`config.mk`:
```
export PLATFORM = sky130hd
export DESIGN_NAME = serial_reg_loader
export DESIGN_NICKNAME = d
export VERILOG_FILES = /design/src/rtl/loader_pkg.sv /design/src/rtl/bus_history.sv /design/src/rtl/sentinel_shifter.sv /design/src/rtl/reg_file.sv /design/src/rtl/serial_reg_loader.sv
export SDC_FILE = /design/constraint.sdc
export NUM_CORES = 1
export LEC_CHECK = 0
export ABC_CLOCK_PERIOD_IN_PS = 3600
export BUFFER_PORTS_ARGS = -buffer_cell sky130_fd_sc_hd__buf_2
export CAP_MARGIN = 20
export CELL_PAD_IN_SITES_DETAIL_PLACEMENT = 1
export CELL_PAD_IN_SITES_GLOBAL_PLACEMENT = 1
export CORE_MARGIN = 2
export CORE_UTILIZATION = 30
export DETAILED_ROUTE_END_ITERATION = 6
export PLACE_DENSITY = 0.77
export SYNTH_ARGS = -nofsm -noshare
export SYNTH_HDL_FRONTEND = slang
export SYNTH_SLANG_ARGS = --single-unit
```
`constraint.sdc`:
```
create_clock -name clk -period 3.6 [get_ports clk]
set_input_delay 0.9 -clock clk [delete_from_list [all_inputs] [get_ports clk]]
set_output_delay 0.9 -clock clk [all_outputs]
set_load 0.05 [all_outputs]
```
`src/rtl/loader_pkg.sv`:
```
package loader_pkg;

    // One-cycle bus history used to drop back-to-back writes
    typedef enum logic {
        HIST_QUIET = 1'b0,
        HIST_WROTE = 1'b1
    } hist_t;

    // Destination chosen by the upper address select bits on the fifth write
    typedef enum logic [1:0] {
        SEL_CTRL = 2'b00,
        SEL_CHR0 = 2'b01,
        SEL_CHR1 = 2'b10,
        SEL_PRG  = 2'b11
    } regsel_t;

endpackage

```
`src/rtl/bus_history.sv`:
```
module bus_history
    import loader_pkg::*;
(
    input  logic clk,
    input  logic rst_n,
    input  logic wr_cycle,
    output logic accept
);

    hist_t state_q;
    hist_t state_d;

    // State register
    always_ff @(posedge clk or negedge rst_n) begin
        if (!rst_n) begin
            state_q <= HIST_QUIET;
        end else begin
            state_q <= state_d;
        end
    end

    // Transitions: any write cycle marks the next cycle as following a write
    always_comb begin
        state_d = state_q;
        unique case (state_q)
            HIST_QUIET: if (wr_cycle)  state_d = HIST_WROTE;
            HIST_WROTE: if (!wr_cycle) state_d = HIST_QUIET;
        endcase
    end

    // Output: a write counts only when the previous cycle was not a write
    always_comb begin
        accept = 1'b0;
        unique case (state_q)
            HIST_QUIET: accept = wr_cycle;
            HIST_WROTE: accept = 1'b0;
        endcase
    end

endmodule

```
`src/rtl/sentinel_shifter.sv`:
```
module sentinel_shifter #(
    parameter int REG_W = 5
) (
    input  logic             clk,
    input  logic             rst_n,
    input  logic             clear,
    input  logic             shift_en,
    input  logic             din,
    output logic             full,
    output logic [REG_W-2:0] collected
);

    localparam logic [REG_W-1:0] EMPTY = {1'b1, {(REG_W-1){1'b0}}};

    logic [REG_W-1:0] sr_q;

    always_ff @(posedge clk or negedge rst_n) begin
        if (!rst_n) begin
            sr_q <= EMPTY;
        end else if (clear) begin
            sr_q <= EMPTY;
        end else if (shift_en) begin
            if (sr_q[0]) begin
                sr_q <= EMPTY;
            end else begin
                sr_q <= {din, sr_q[REG_W-1:1]};
            end
        end
    end

    assign full      = sr_q[0];
    assign collected = sr_q[REG_W-1:1];

endmodule

```
`src/rtl/reg_file.sv`:
```
module reg_file #(
    parameter int               REG_W      = 5,
    parameter int               NUM_REGS   = 4,
    parameter logic [REG_W-1:0] CTRL_INIT  = 5'h0C,
    parameter logic [REG_W-1:0] FORCE_MASK = 5'h0C
) (
    input  logic                              clk,
    input  logic                              rst_n,
    input  logic                              commit,
    input  logic [$clog2(NUM_REGS)-1:0]       sel,
    input  logic [REG_W-1:0]                  value,
    input  logic                              force_mode,
    output logic [NUM_REGS-1:0][REG_W-1:0]    regs_q
);

    localparam int SEL_W = $clog2(NUM_REGS);

    for (genvar i = 0; i < NUM_REGS; i++) begin : g_reg
        localparam logic [REG_W-1:0] INIT = (i == 0) ? CTRL_INIT : '0;
        localparam logic [SEL_W-1:0] IDX  = SEL_W'(i);

        always_ff @(posedge clk or negedge rst_n) begin
            if (!rst_n) begin
                regs_q[i] <= INIT;
            end else if ((i == 0) && force_mode) begin
                regs_q[i] <= regs_q[i] | FORCE_MASK;
            end else if (commit && (sel == IDX)) begin
                regs_q[i] <= value;
            end
        end
    end

endmodule

```
`src/rtl/serial_reg_loader.sv`:
```
module serial_reg_loader
    import loader_pkg::*;
#(
    parameter int               ADDR_W     = 16,
    parameter int               DATA_W     = 8,
    parameter int               REG_W      = 5,
    parameter logic [REG_W-1:0] CTRL_INIT  = 5'h0C,
    parameter logic [REG_W-1:0] FORCE_MASK = 5'h0C
) (
    input  logic              clk,
    input  logic              rst_n,
    input  logic              cpu_rnw,
    input  logic [ADDR_W-1:0] cpu_addr,
    input  logic [DATA_W-1:0] cpu_data,
    output logic [REG_W-1:0]  ctrl_reg,
    output logic [REG_W-1:0]  chr0_reg,
    output logic [REG_W-1:0]  chr1_reg,
    output logic [REG_W-1:0]  prg_reg
);

    localparam int NUM_REGS  = 4;
    localparam int SEL_W     = $clog2(NUM_REGS);
    localparam int WIN_BIT   = ADDR_W - 1;
    localparam int SEL_HI    = ADDR_W - 2;
    localparam int SEL_LO    = ADDR_W - 1 - SEL_W;
    localparam int RESET_BIT = DATA_W - 1;

    logic                           wr_cycle;
    logic                           in_window;
    logic                           reset_wr;
    logic                           accept;
    logic                           data_wr;
    logic                           full;
    logic                           commit;
    logic [REG_W-2:0]               collected;
    logic [REG_W-1:0]               value;
    logic [SEL_W-1:0]               sel;
    logic [NUM_REGS-1:0][REG_W-1:0] regs_q;
    logic                           unused_bits;

    assign wr_cycle  = ~cpu_rnw;
    assign in_window = wr_cycle & cpu_addr[WIN_BIT];
    assign reset_wr  = in_window & cpu_data[RESET_BIT];
    assign data_wr   = in_window & ~cpu_data[RESET_BIT] & accept;
    assign commit    = data_wr & full;
    assign value     = {cpu_data[0], collected};
    assign sel       = cpu_addr[SEL_HI:SEL_LO];

    assign unused_bits = ^{cpu_addr[SEL_LO-1:0], cpu_data[RESET_BIT-1:1]};

    bus_history u_hist (
        .clk      (clk),
        .rst_n    (rst_n),
        .wr_cycle (wr_cycle),
        .accept   (accept)
    );

    sentinel_shifter #(
        .REG_W (REG_W)
    ) u_shift (
        .clk       (clk),
        .rst_n     (rst_n),
        .clear     (reset_wr),
        .shift_en  (data_wr),
        .din       (cpu_data[0]),
        .full      (full),
        .collected (collected)
    );

    reg_file #(
        .REG_W      (REG_W),
        .NUM_REGS   (NUM_REGS),
        .CTRL_INIT  (CTRL_INIT),
        .FORCE_MASK (FORCE_MASK)
    ) u_regs (
        .clk        (clk),
        .rst_n      (rst_n),
        .commit     (commit),
        .sel        (sel),
        .value      (value),
        .force_mode (reset_wr),
        .regs_q     (regs_q)
    );

    assign ctrl_reg = regs_q[SEL_CTRL];
    assign chr0_reg = regs_q[SEL_CHR0];
    assign chr1_reg = regs_q[SEL_CHR1];
    assign prg_reg  = regs_q[SEL_PRG];

endmodule

```
After elaboration in Yosys (flattened, before gate mapping)
Index checks and enable logic that the tools add are counted.
{"block": "classes", "n_mux": 7, "n_eq_ne": 3, "n_bitwise": 9, "n_reduce_logical": 8}
{"operator": "5-bit two-way mux", "count": 3}
{"operator": "4-bit two-way mux", "count": 2}
{"operator": "1-bit bitwise AND", "count": 5}
{"operator": "2-bit == test, second input constant", "count": 2}
{"operator": "1-bit logical AND", "count": 4}
{"operator": "1-bit inverter", "count": 4}
{"operator": "2-bit nonzero test", "count": 2}
{"operator": "2-bit by 1-bit == test with 1-bit output, second input constant", "count": 1}
{"operator": "2-bit zero test", "count": 1}
{"operator": "1-bit case mux with 2 select lines", "count": 1}
{"operator": "2-bit AND reduction", "count": 1}
{"operator": "1-bit two-way mux", "count": 1}
{"block": "totals", "input_bits": 27, "output_inout_bits": 20, "elab_cells": 34, "register_bits": 26}

Depth between registers and ports, before layout
Gate-level depths: netlist of the first run.
{"block": "logic_depth", "word_depth": 8, "depth_mapped": 3}

Hierarchy
From an unflattened synthesis of the first run, not the netlist that was laid out.
{"block": "hier_totals", "cells_unflattened": 73, "area_unflattened_um2": 1084.8}
{"mod": "reg_file", "cells_each": 49, "area_each_um2": 792.0, "instances": 1}
{"mod": "sentinel_shifter", "cells_each": 18, "area_each_um2": 224.0, "instances": 1}
{"mod": "bus_history", "cells_each": 2, "area_each_um2": 38.8, "instances": 1}
{"mod": "serial_reg_loader", "cells_each": 4, "area_each_um2": 30.0, "instances": 1}

Least setup slack after synthesis of the first run
Ideal clock, no wire load.
{"block": "synth_timing", "kind": "input to register", "startpoint": "in cpu_rnw", "endpoint": "reg u_regs.regs_q[15] in the netlist's numbering", "n_path_buf": 0, "required_ns": 3.475, "path_slack_ns": 1.816, "cell_stages": 3, "arrival_time_ns": 1.659, "setup_time_ns": 0.125, "path_cell_list": "and2b_2 > nand4_1 > mux2_2"}
{"block": "synth_between", "elab_chain_cells": 6}
{"item": "from (decl)", "line_no": "serial_reg_loader.sv:12", "text": "input logic cpu_rnw,"}
{"item": "1-bit inverter (*)", "line_no": "serial_reg_loader.sv:41", "text": "assign wr_cycle = ~cpu_rnw;"}
{"item": "1-bit bitwise AND", "line_no": "serial_reg_loader.sv:42", "text": "assign in_window = wr_cycle & cpu_addr[WIN_BIT];"}
{"item": "1-bit bitwise AND", "line_no": "serial_reg_loader.sv:44", "text": "assign data_wr = in_window & ~cpu_data[RESET_BIT] & accept;"}
{"item": "1-bit bitwise AND (*)", "line_no": "serial_reg_loader.sv:44"}
{"item": "1-bit bitwise AND (*)", "line_no": "serial_reg_loader.sv:45", "text": "assign commit = data_wr & full;"}
{"item": "1-bit logical AND (*)", "line_no": "reg_file.sv:27", "text": "end else if (commit && (sel == IDX)) begin"}
{"item": "to (signal, indexed assignment)", "line_no": "reg_file.sv:26", "text": "regs_q[i] <= regs_q[i] | FORCE_MASK;"}
{"item": "to (signal, indexed assignment)", "line_no": "reg_file.sv:28", "text": "regs_q[i] <= value;"}
{"item": "to (decl)", "line_no": "reg_file.sv:13", "text": "output logic [NUM_REGS-1:0][REG_W-1:0] regs_q"}
Mark *: on every way between the ends. The rest lies on a longest branch, timed or not.
A chain may end at the register's enable or synchronous reset.

Worst setup path after layout of the first run
{"block": "layout_timing", "startpoint": "reg u_regs.regs_q[2] in the netlist's numbering", "endpoint": "out ctrl_reg[2]"}
{"item": "to (decl)", "line_no": "serial_reg_loader.sv:15", "text": "output logic [REG_W-1:0] ctrl_reg,"}
No word-level cell between the ends.

==> results of run 1 <==
through the flow:
step / std cells / power, mW / utilization (%) / setup slack (ns) / instance area, um2
CTS: 146 / 0.453 / 37.4 / 1.59 / 1240
global placement: 142 / 0.336 / 36.6 / 1.48 / 1210
finish: 146 / 0.448 / 37.4 / 1.59 / 1240
detailed placement: 142 / 0.337 / 36.6 / 1.44 / 1210
floorplan: 69 / 0.322 / - / 1.82 / 1020
global route: 146 / 0.467 / 37.4 / 1.56 / 1240
worst paths after layout:
check,startpoint,to,slack (ns)
worst max register to register,u_hist.state_q,u_regs.regs_q[19],2.17
min in group asynchronous,rst_n,u_regs.regs_q[15],0.57
worst min register to register,u_regs.regs_q[0],u_regs.regs_q[0],0.51
worst max-delay path,u_regs.regs_q[2],ctrl_reg[2],1.59
max in group asynchronous,rst_n,u_shift.sr_q[4],2.66
worst min-delay path,u_regs.regs_q[0],u_regs.regs_q[0],0.51
layout make-up:
| cell class | instances | area (um2) | area share [%] |
|---|---|---|---|
| Timing Repair Buffer | 27 | 135 | 10.9 |
| Inverter | 5 | 18.8 | 1.52 |
| Tap cell | 46 | 57.6 | 4.65 |
| Clock buffer | 4 | 26.3 | 2.12 |
| Multi-Input combinational cell | 38 | 345 | 27.9 |
| Sequential cell | 26 | 654 | 52.9 |
report_power, final:
| group | total, mW | switching [mW] | internal, mW |
|---|---|---|---|
| sequential | 0.306 | 0.00696 | 0.299 |
| combinational | 0.0258 | 0.0166 | 0.00916 |
| clock | 0.117 | 0.0740 | 0.0431 |
cells by family (layout without fill, tap and decap cells):
| family | count (synthesis) | count (layout) | share of synthesized area [%] |
|---|---|---|---|
| muxes | 20 | 20 | 21.9 |
| AOI/OAI and AO/OA | 8 | 8 | 5.65 |
| buffers and inverters | 5 | 36 | 1.84 |
| and+or+nand+nor | 10 | 10 | 6.39 |
| DFF | 26 | 26 | 64.3 |
placed cells by master, fill, tap and decap left out, drive strengths merged, types with 2 or more instances in the layout:
master,netlist,routed
dfstp,3,3
inv,5,5
mux2,18,18
dfrtp,23,23
clkbuf,0,4
buf,0,27
a21oi,2,2
a22o,4,4
nand3,2,2
mux2i,2,2
per-layer routing:
metal	global-route usage [%]	vias up	share of wire [%]
li1	-	308	-
met1	13.8	354	42
met2	19.4	19	52
met3	3.08	2	5.2
met4	1.67	0	0.50
met5	0	-	0
registers in the layout, summed over array words and instances (netlist names):
name / count
u_shift.sr_q: 5
u_regs.regs_q: 20
u_hist.state_q: 1
==> results_dict.tcl, run 1 <==
set metrics [dict create \
    critPathMaxFanout 2 \
    cts_buffers 3 \
    synth.most_common_cell "dfrtp_1" \
    drc 0 \
    whs_ns 0.513 \
    clk_path_buf_depth 2 \
    io_pins 47 \
    die_h_um 62.3 \
    synth_top_area_share_pct 56.5 \
    dieArea_um2 3880 \
    grt_usage_pct 11.0 \
    final_net_count 128 \
    worst_pin_slew_ns 0.568 \
    yosysWarnings 0 \
    postCtsSetupBuffers 0 \
    required_ns 2.70 \
    port_buffers 27 \
    hold_depth 1 \
    synth_common_cells "dfrtp_1 (23), mux2_2 (18), inv_1 (5)" \
    setup_viol 0 \
    cts_tree "yes" \
    num_rows 21 \
    rsz0062_at_grt "false" \
    ys_types 18 \
    min_path_type "reg -> reg" \
    synth-main-ff-cell "dfrtp_1" \
    slowest_delay_ns 0.55 \
    clkSlewWorstSetupHoldPaths_ns 0.12 \
    ir_worst_vdd_v 0.000135 \
    vias 683 \
    syn-instance-count 69 \
    die_w_um 62.3 \
    synth_area_per_cell_um2 14.8 \
    ant_nets 0 \
    drt_iter0_drc 40 \
    postCtsHoldBufs 0 \
    async_flop_share_pct 100 \
    grt_pass1_wl_mm 3.43 \
    crit_arrival_ns 1.11 \
    slew_violations 0 \
    r2r_cells 3 \
    min_period_ns 2.01 \
    synth_area_um2 1020 \
    start_kind "flip-flop" \
    cts_sinks 26 \
    worstPathCellList "buf_2" \
    pwr_density_cell_nw_per_um2 362 \
    cts_root_buffer "clkbuf_4" \
    grt-ovfl-total 0 \
    worst_path_dominant_cell_family "flip-flops" \
    fp.coreArea_um2 3310 \
    max-slew-margin-rel_pct 61.7 \
    drt_pass1_iterations 4 \
    cts_resized 0 \
    synth.area.top_cells "dfrtp_1 (57%), mux2_2 (20%), dfstp_2 (7.7%)" \
    drive_above_1_share_pct 53.0 \
    finalHoldViolations 0 \
    cp-end-kind "output pin" \
    start_util_pct 30.8 \
    n_fill_cell 380 \
    first_global_vias 712 \
    ys_ff_latch 26 \
    gp_congestion 0.785 \
    area_delta_synth_final_pct 21.5 \
    drt-wirelength-per-cell_um 13.8 \
    crit_buf_inv 1 \
    skew_ns 0.00453 \
    fmax_ghz 0.498 \
    p_leak_nw 0.695 \
    tns_ns 0 \
    status "finished clean" \
    antenna_found_initial 0 \
    critPathKind "reg -> out" \
    synth-edff-count 0 \
    synth_seq_area_share_pct 64.3 \
    drt_wl_total_mm 2.01 \
    grt_max_degree 27 \
    diodes 0 \
    insertion_delay_ns 0.30 \
    htreeDepth 1 \
    synth_top_area_cell "dfrtp_1" \
    worst-path-stages 1 \
    cap_violations 0 \
    via_per_inst 4.68 \
    syn_nets 96 \
    slowest_stage "dfstp_2" \
    dp_hpwl_mm 1.53 \
    finalCritPeriodShare_pct 55.7 \
]
No activity file was read; power rests on OpenSTA's default activity.
==> run 2, diff against run 1 <==
--- a/config.mk
+++ b/config.mk
@@ -5,7 +5,8 @@
 export SDC_FILE = /design/constraint.sdc
 export NUM_CORES = 1
 export LEC_CHECK = 0
-export ABC_CLOCK_PERIOD_IN_PS = 3600
+export ABC_AREA = 1
+export ABC_CLOCK_PERIOD_IN_PS = 2050
 export BUFFER_PORTS_ARGS = -buffer_cell sky130_fd_sc_hd__buf_2
 export CAP_MARGIN = 20
 export CELL_PAD_IN_SITES_DETAIL_PLACEMENT = 1
@@ -13,7 +14,7 @@
 export CORE_MARGIN = 2
 export CORE_UTILIZATION = 30
 export DETAILED_ROUTE_END_ITERATION = 6
-export PLACE_DENSITY = 0.77
+export PLACE_DENSITY = 0.79
 export SYNTH_ARGS = -nofsm -noshare
 export SYNTH_HDL_FRONTEND = slang
 export SYNTH_SLANG_ARGS = --single-unit
==> constraint.sdc (replaced) <==
create_clock -name clk -period 2.05 [get_ports clk]
set_input_delay 0.5125 -clock clk [delete_from_list [all_inputs] [get_ports clk]]
set_output_delay 0.5125 -clock clk [all_outputs]
set_load 0.05 [all_outputs]
==> run 2 against run 1 <==
Effect of this change: sequential share of layout area decreased by 3.8 points; worst hold slack got worse by 0.36 ns; synthesized cell count grew 61%; flip-flop and latch count unchanged; sequential power is 110% higher; die area grew 6.3%; clock skew shrank 0.0033 ns; area after synthesis up 6.8%; power rose to 3.2 times the previous value; critical path depth is the same; clock-buffer cell count shrank 1; register-to-register slack worse by 1.3 ns; highest routed layer unchanged.
==> results_dict.tcl, run 2 <==
set metrics [dict create \
    status "finished clean" \
    fin_cells 188 \
    slowest_stage "dfstp_2" \
    diodes 0 \
    synth.area.top_cells "dfrtp_1 (53%), nand2_1 (7.9%), dfstp_2 (7.2%)" \
    cap_violations 0 \
    cp-end-kind "output pin" \
    die_h_um 64.2 \
    regMostFlops "u_regs.regs_q" \
    ant_nets 0 \
    postCtsHoldBufs 0 \
    p_leak_nw 0.763 \
    drt_pass1_iterations 2 \
    crit_buf_inv 1 \
    critPathMaxFanout 2 \
    grt_pass1_wl_mm 4.16 \
    fp.coreArea_um2 3420 \
    largest_registers "u_regs.regs_q x20, u_shift.sr_q x5, u_hist.state_q x1" \
    synth-edff-count 0 \
    min_period_ns 1.66 \
    largest_register_ff_count 20 \
    drt_iter0_drc 24 \
    drt_wl_total_mm 2.50 \
    utilization_pct 39.0 \
    synth_common_cells "dfrtp_1 (23), nand2_1 (23), inv_1 (15), o21ai_1 (15), nand3_1 (8)" \
    min_path_type "in -> async" \
    insertion_delay_ns 0.33 \
    ir_worst_vdd_v 0.000388 \
    cts_sinks 26 \
    antenna_found_initial 0 \
    first_global_vias 908 \
    place_inst 184 \
    tns_ns 0 \
    postCtsSetupBuffers 0 \
    vias 837 \
    async_flop_share_pct 100 \
    final_common_cell "buf_2" \
    syn-instance-count 111 \
    htreeDepth 1 \
    gp_congestion 0.698 \
    multiInputGateArea_um2 373 \
    dp_hpwl_mm 1.87 \
    io_pins 47 \
    synth_area_um2 1090 \
    rsz0062_at_grt "false" \
    r2r_cells 6 \
    worst_pin_slew_ns 0.594 \
    setup_viol 0 \
    area_delta_synth_final_pct 22.6 \
    grt-ovfl-total 0 \
    skew_ns 0.00120 \
    cts_tree "yes" \
    slew_violations 0 \
    pwr_density_cell_nw_per_um2 1070 \
    cts_buffers 3 \
    yosysWarnings 0 \
    finalCritPeriodShare_pct 80.9 \
    drive_above_1_share_pct 31.7 \
    worst_path_dominant_cell_family "flip-flops" \
    drt-wirelength-per-cell_um 13.3 \
    num_rows 21 \
    ys_types 16 \
    worst-path-stages 1 \
    slowest_delay_ns 0.56 \
    synth_seq_area_share_pct 60.2 \
    worstPathCellList "buf_2" \
    max-slew-margin-rel_pct 60.4 \
    ys_ff_latch 26 \
    dieArea_um2 4120 \
    die_w_um 64.2 \
    critPathKind "reg -> out" \
    regArea_um2 654 \
    start_util_pct 31.8 \
    crit_arrival_ns 1.15 \
    port_buffers 27 \
    synth_top_area_share_pct 52.9 \
    syn_nets 138 \
    grt_usage_pct 13.2 \
    clk_path_buf_depth 2 \
    synth_area_per_cell_um2 9.80 \
    cts_resized 0 \
    cts_root_buffer "clkbuf_4" \
    fmax_ghz 0.603 \
    synth-main-ff-cell "dfrtp_1" \
    final_cell_mix "buf_2 (27), nand2_1 (23), dfrtp_1 (23)" \
    synth_top_area_cell "dfrtp_1" \
    clkSlewWorstSetupHoldPaths_ns 0.15 \
    via_per_inst 4.45 \
    grt_max_degree 27 \
    drc 0 \
    start_kind "flip-flop" \
    n_fill_cell 413 \
    finalHoldViolations 0 \
    final_net_count 170 \
    required_ns 1.54 \
]
## run 2: changes by cell type after synthesis, moves of 6 or more
cell / before / now
inv_1: 5 / 15
mux2_2: 18 / 0
nand2_1: 1 / 23
nand3_1: 2 / 8
o21ai_0: 1 / 7
o21ai_1: 0 / 15
## run 2: final timing paths
check / startpoint / end / slack [ns]
hold reg to reg: u_regs.regs_q[7] / u_regs.regs_q[7] / 0.51
setup reg to reg: u_hist.state_q / u_regs.regs_q[18] / 0.90
min in group clk: cpu_rnw / u_hist.state_q / 0.34
max in group asynchronous: rst_n / u_regs.regs_q[4] / 1.51
setup / recovery: u_regs.regs_q[2] / ctrl_reg[2] / 0.39
hold / removal: rst_n / u_regs.regs_q[8] / 0.16
## run 2: worst reg2reg max path, delay by kind of cell (launching register included)
family,cells,cell delay (ns)
AOI/OAI and AO/OA,1,0.06
DFF,1,0.42
and+or+nand+nor,5,0.57
## run 2: layer usage
layer / global-route usage (%) / vias up / part of all wire [%] / routed length [um]
met2: 23.2 / 20 / 48 / 1210
met3: 2.64 / 4 / 4.9 / 123
met1: 15.5 / 400 / 45 / 1130
met5: 0 / - / 0 / 0
li1: - / 413 / - / -
met4: 5.59 / 0 / 1.4 / 35
## run 2: area by class of cell
| cell class | count | share of cell area, % |
|---|---|---|
| Tap cell | 46 | 4.32 |
| Clock inverter | 1 | 2.25 |
| Inverter | 16 | 4.51 |
| Multi-Input combinational cell | 69 | 28.0 |
| Timing Repair Buffer | 27 | 10.1 |
| Clock buffer | 3 | 1.69 |
| Sequential cell | 26 | 49.1 |
## run 2: cell families after synthesis
kind of cell / count (synthesis) / share of synthesized area (%)
compound gates: 22 / 10.1
flops: 26 / 60.2
simple gates: 47 / 24.2
buf+inv: 16 / 5.52
## run 2: through the flow
stage          hold slack [ns]  total power, mW  setup WS (ns)  instance area (um2)
2_1_floorplan            0.217            0.949          0.813                 1090
3_3_place_gp             0.468             1.05          0.657                 1280
3_5_place_dp             0.484             1.07          0.630                 1280
4_1_cts                  0.170             1.44          0.370                 1330
5_1_grt                  0.186             1.50          0.348                 1330
6_report                 0.156             1.42          0.391                 1330
## run 2: power by group
part	total [mW]	internal, mW	switching, mW	leakage (nW)
logic	0.415	0.0874	0.328	0.395
registers	0.641	0.594	0.0464	0.340
clock network	0.365	0.198	0.167	0.0279
total	1.42	0.879	0.541	0.763
